--- src/rtl/lrsc_resv_unit.sv ---
module lrsc_resv_unit #(
  parameter int XLEN = 64
) (
  input  logic            clk,
  input  logic            rst_n,
  input  logic            req_valid,
  input  logic            req_sc,
  input  logic [1:0]      req_size,
  input  logic [XLEN-1:0] req_addr,
  input  logic [XLEN-1:0] req_wdata,
  input  logic            mem_fault,
  input  logic            trap_enter,
  input  logic            mret,
  input  logic            sret,
  output logic            misaligned,
  output logic            store_en,
  output logic [XLEN-1:0] store_data,
  output logic            rd_we,
  output logic [XLEN-1:0] rd_data,
  output logic            resv_valid,
  output logic [XLEN-1:0] resv_addr
);

  logic aligned;
  always_comb begin
    unique case (req_size)
      2'b00:   aligned = 1'b1;
      2'b01:   aligned = ~req_addr[0];
      2'b10:   aligned = req_addr[1:0] == 2'b00;
      default: aligned = req_addr[2:0] == 3'b000;
    endcase
  end

  wire hit    = resv_valid && (resv_addr == req_addr);
  wire sc_go  = req_valid && req_sc && aligned;
  wire lr_set = req_valid && !req_sc && aligned && !mem_fault;
  wire sc_ok  = sc_go && hit && !mem_fault;
  wire cancel = trap_enter || mret || sret;

  assign misaligned = req_valid && !aligned;
  assign store_en   = sc_go && hit;
  assign rd_we      = sc_go && (!hit || !mem_fault);
  assign rd_data    = {{(XLEN-1){1'b0}}, ~hit};

  always_comb begin
    store_data = req_wdata;
    if (req_size == 2'b10)
      for (int i = 32; i < XLEN; i++) store_data[i] = 1'b0;
  end

  always_ff @(posedge clk) begin
    if (!rst_n) begin
      resv_valid <= 1'b0;
      resv_addr  <= '0;
    end else if (lr_set) begin
      resv_valid <= 1'b1;
      resv_addr  <= req_addr;
    end else if (cancel || sc_ok) begin
      resv_valid <= 1'b0;
    end
  end

endmodule

--- config.mk ---
export PLATFORM = sky130hd
export DESIGN_NAME = lrsc_resv_unit
export DESIGN_NICKNAME = d
export VERILOG_FILES = /design/src/rtl/lrsc_resv_unit.sv
export SDC_FILE = /design/constraint.sdc
export NUM_CORES = 1
export LEC_CHECK = 0
export BUFFER_PORTS_ARGS = -buffer_cell sky130_fd_sc_hd__clkbuf_2
export CAP_MARGIN = 20
export CORE_AREA = 2 2 128 130
export CTS_BUF_LIST = sky130_fd_sc_hd__clkbuf_16
export DETAILED_ROUTE_END_ITERATION = 6
export DIE_AREA = 0 0 130 132
export GPL_TIMING_DRIVEN = 0
export PLACE_DENSITY_LB_ADDON = 0.12
export REMOVE_ABC_BUFFERS = 1
export SLEW_MARGIN = 5
export SYNTH_ARGS = -nofsm -noshare
export SYNTH_HDL_FRONTEND = slang
export SYNTH_SLANG_ARGS = --single-unit
--- constraint.sdc ---
create_clock -name clk -period 2.15 [get_ports clk]
set_input_delay 0.43 -clock clk [delete_from_list [all_inputs] [get_ports clk]]
set_output_delay 0.43 -clock clk [all_outputs]
set_load 0.05 [all_outputs]
==> impl_metrics.tcl <==
set metrics [dict create \
    first_iter_violations 96 \
    worst_slew_pin_slew_ns 0.826 \
    fillCellCount 1727 \
    post-route-period-util_pct 124 \
    ys.flop_type "dfxtp_1" \
    netlist.top_cell.by_area "dfxtp_1" \
    cp_data_arrival_time_ns 2.24 \
    worst_r2r_startpoint "resv_addr[53]" \
    synth.cells.most_frequent "131 x nand2_1, 95 x buf_4, 65 x dfxtp_1" \
    async_flop_share_pct 0 \
    p_clk_share_pct 38.0 \
    dieHeight_um 132 \
    num_antenna_cells 0 \
    antenna_found_initial 0 \
    die_width_um 130 \
    clock_tree.htree_level_count 3 \
    p_sw_w 0.00127 \
    clock_transition_at_the_registers_of_the_reported_paths_ns 0.06 \
    worstSetupStartpoint "resv_valid" \
    timing.setup.critical_path_class "flop to output pin" \
    area_overhead_vs_synth_pct 29.6 \
    clk_root_buffer_cell "clkbuf_16" \
    internal_power_w 0.00221 \
    yosysTopAreaCellShare_pct 31.4 \
    worst_hold_slack_ns 0.339 \
    sequential_power_share_pct 36.0 \
    p_sw_share_pct 36.5 \
    wl_per_cell_um 15.8 \
    via_count 3827 \
    violations "setup timing" \
    post_synthesis_cell_count 524 \
    clock_insertion_delay_worst_skew_ns 0.34 \
    clkSinkCount 65 \
    cts-hold-fix-buffers 0 \
    setup_repair_after_global_routing_missed_its_margin "true" \
    initial_utilization_pct 26.4 \
    multi_input_area_um2 2330 \
    status "finished, violations left" \
    hold_path_class "input pin to flop" \
    peakVddDrop_uv 277 \
    finalWeightedCongestion 0.709 \
    synth_area_per_cell_um2 7.90 \
    maxClockFrequency_mhz 375 \
    dpl_worst_slack_ns -0.736 \
    hp-start "req_addr[53]" \
    grt-ovfl-total 0 \
    static_power_due_to_leakage_nw 2.56 \
    synth_edf_count 0 \
    viasPerCell 4.19 \
    layout.core_utilization_pct 34.2 \
    biggest_area_contributors_in_the_synthesized_netlist "dfxtp_1 31%, buf_4 17%, nand2_1 12%, a21boi_0 12%, xor2_1 9.7%" \
    comb_power_share_pct 26.0 \
    finalClockSkew_ns 0.00736 \
    total_wirelength_um 14500 \
    tritoncts "yes" \
    dieArea_um2 17200 \
    design.portCount 334 \
    pwrdens_nw_per_um2 649 \
    synth_cell_types 34 \
    worstSetupStartpointType "flop" \
    drcViolationCount 0 \
    syn-cell-area_um2 4140 \
    synth-warning-count 0 \
    core.rowCount 46 \
    setup_viol 3 \
    numCtsBuffers 9 \
    critical_path.max_fanout 3 \
    grt_pass1_wl_um 20700 \
    grt_start_max_net_pins 65 \
    timing.max_slew.rel_slack_pct 44.9 \
    layout.area.seq_um2 1310 \
    firstDrtPassIters 4 \
    total_power_w 0.00348 \
    cap_viol_max_count 0 \
    fraction_of_layout_instances_using_a_drive_strength_above_1_pct 36.3 \
    worst_ep_required_time_ns 1.72 \
    stdcell_area_um2 5370 \
    dpl-instance-area_um2 4930 \
    antenna_left 0 \
    track_usage_pct 16.1 \
    first_global_vias 3603 \
    port_buffers 206 \
    ys_seq_elements 65 \
    finalNetCount 830 \
    fin_ws_ns -0.515 \
    worstSetupEndpointType "output pin" \
    place_hpwl_um 11300 \
    drv_slew 0 \
    clock_tree.buffer_depth 2 \
    synth.yosys.seq_area_share_pct 31.4 \
    synthMostInstantiatedCell "nand2_1" \
    placeableCoreArea_um2 15700 \
    post-route-min-period_ns 2.67 \
    final_hold_viol_count 0 \
]
## cell type report
type	count	area share [%]
multi-input cells	393	43.4
flip-flops and latches	65	24.4
repair buffers	213	21.5
well taps	216	5.03
clock buffers	9	4.20
clock inverters	7	0.699
inverters	10	0.699
## registers in the layout (all words and copies together), names as in the netlist
name / count
resv_addr: 64
resv_valid: 1
## cells in the final DEF (no fill, tap or decap), types with 3 or more instances in the layout
master     instances
o22ai_1            4
nand2_1          130
conb_1            63
nor4_2             5
and2_1            33
buf_4              5
nand4_1            4
inv_1              9
dfxtp_1           58
nor4_1             5
clkbuf_2         203
xor2_1            46
a22o_1             3
xnor2_1            6
a21boi_0          64
clkbuf_16         10
or4_4              3
dfxtp_2            7
clkinv_2           3
nand2b_1           3
## kinds of logic after synthesis
logic type             count (synthesis)  synth area share (%)
AND/OR/NAND/NOR                      198                  22.7
buffers and inverters                128                  20.4
AO/OA/AOI/OAI                         80                  14.4
flip-flops                            65                  31.4
XOR/XNOR                              52                  11.0
other                                  1                0.0905
## critical path, cell delays in order (launching register included)
cell       delay [ns]
dfxtp_1          0.46
o2111ai_2        0.14
or4_4            0.56
nor4_4           0.31
and4_1           0.28
buf_8            0.16
## timing repair
item / in CTS / in global routing
pin swaps: 8 / 10
endpoints found under the setup margin: 68 / 36
setup buffers: 3 / 2
gates resized for setup: 18 / 14
hold endpoints to repair: 0 / 0
## path summary, 6_finish.rpt
kind	depth (start not counted)	slack [ns]	to
worst max-delay path	5	-0.52	store_en
worst min register to register	2	0.48	resv_addr[23]
worst max register to register	6	0.23	resv_valid
worst min-delay path	3	0.34	resv_addr[53]
## power groups by stage
stage          clock network, W  registers, W  logic, W
2_1_floorplan                 0       0.00136  0.000543
3_3_place_gp                  0       0.00128  0.000885
3_5_place_dp                  0       0.00128  0.000895
4_1_cts                 0.00137       0.00125  0.000904
5_1_grt                 0.00142       0.00126  0.000963
6_report                0.00132       0.00125  0.000905
## stage by stage
stage          TNS, ns  std cells
6_report         -1.40        913
3_5_place_dp    -32.40        892
5_1_grt          -1.70        913
2_1_floorplan   -21.25        468
3_3_place_gp   -125.05        890
4_1_cts          -1.58        911
## layer usage
metal  vias to the layer above  global-route usage [%]  part of all wire (%)
met5                         -                    1.47                     0
met3                        10                    7.18                    11
met1                      1742                    18.3                    40
met4                         0                    4.72                   1.1
li1                       1869                       -                     -
met2                       206                    26.8                    48
No activity file was read; power rests on OpenSTA's default activity.
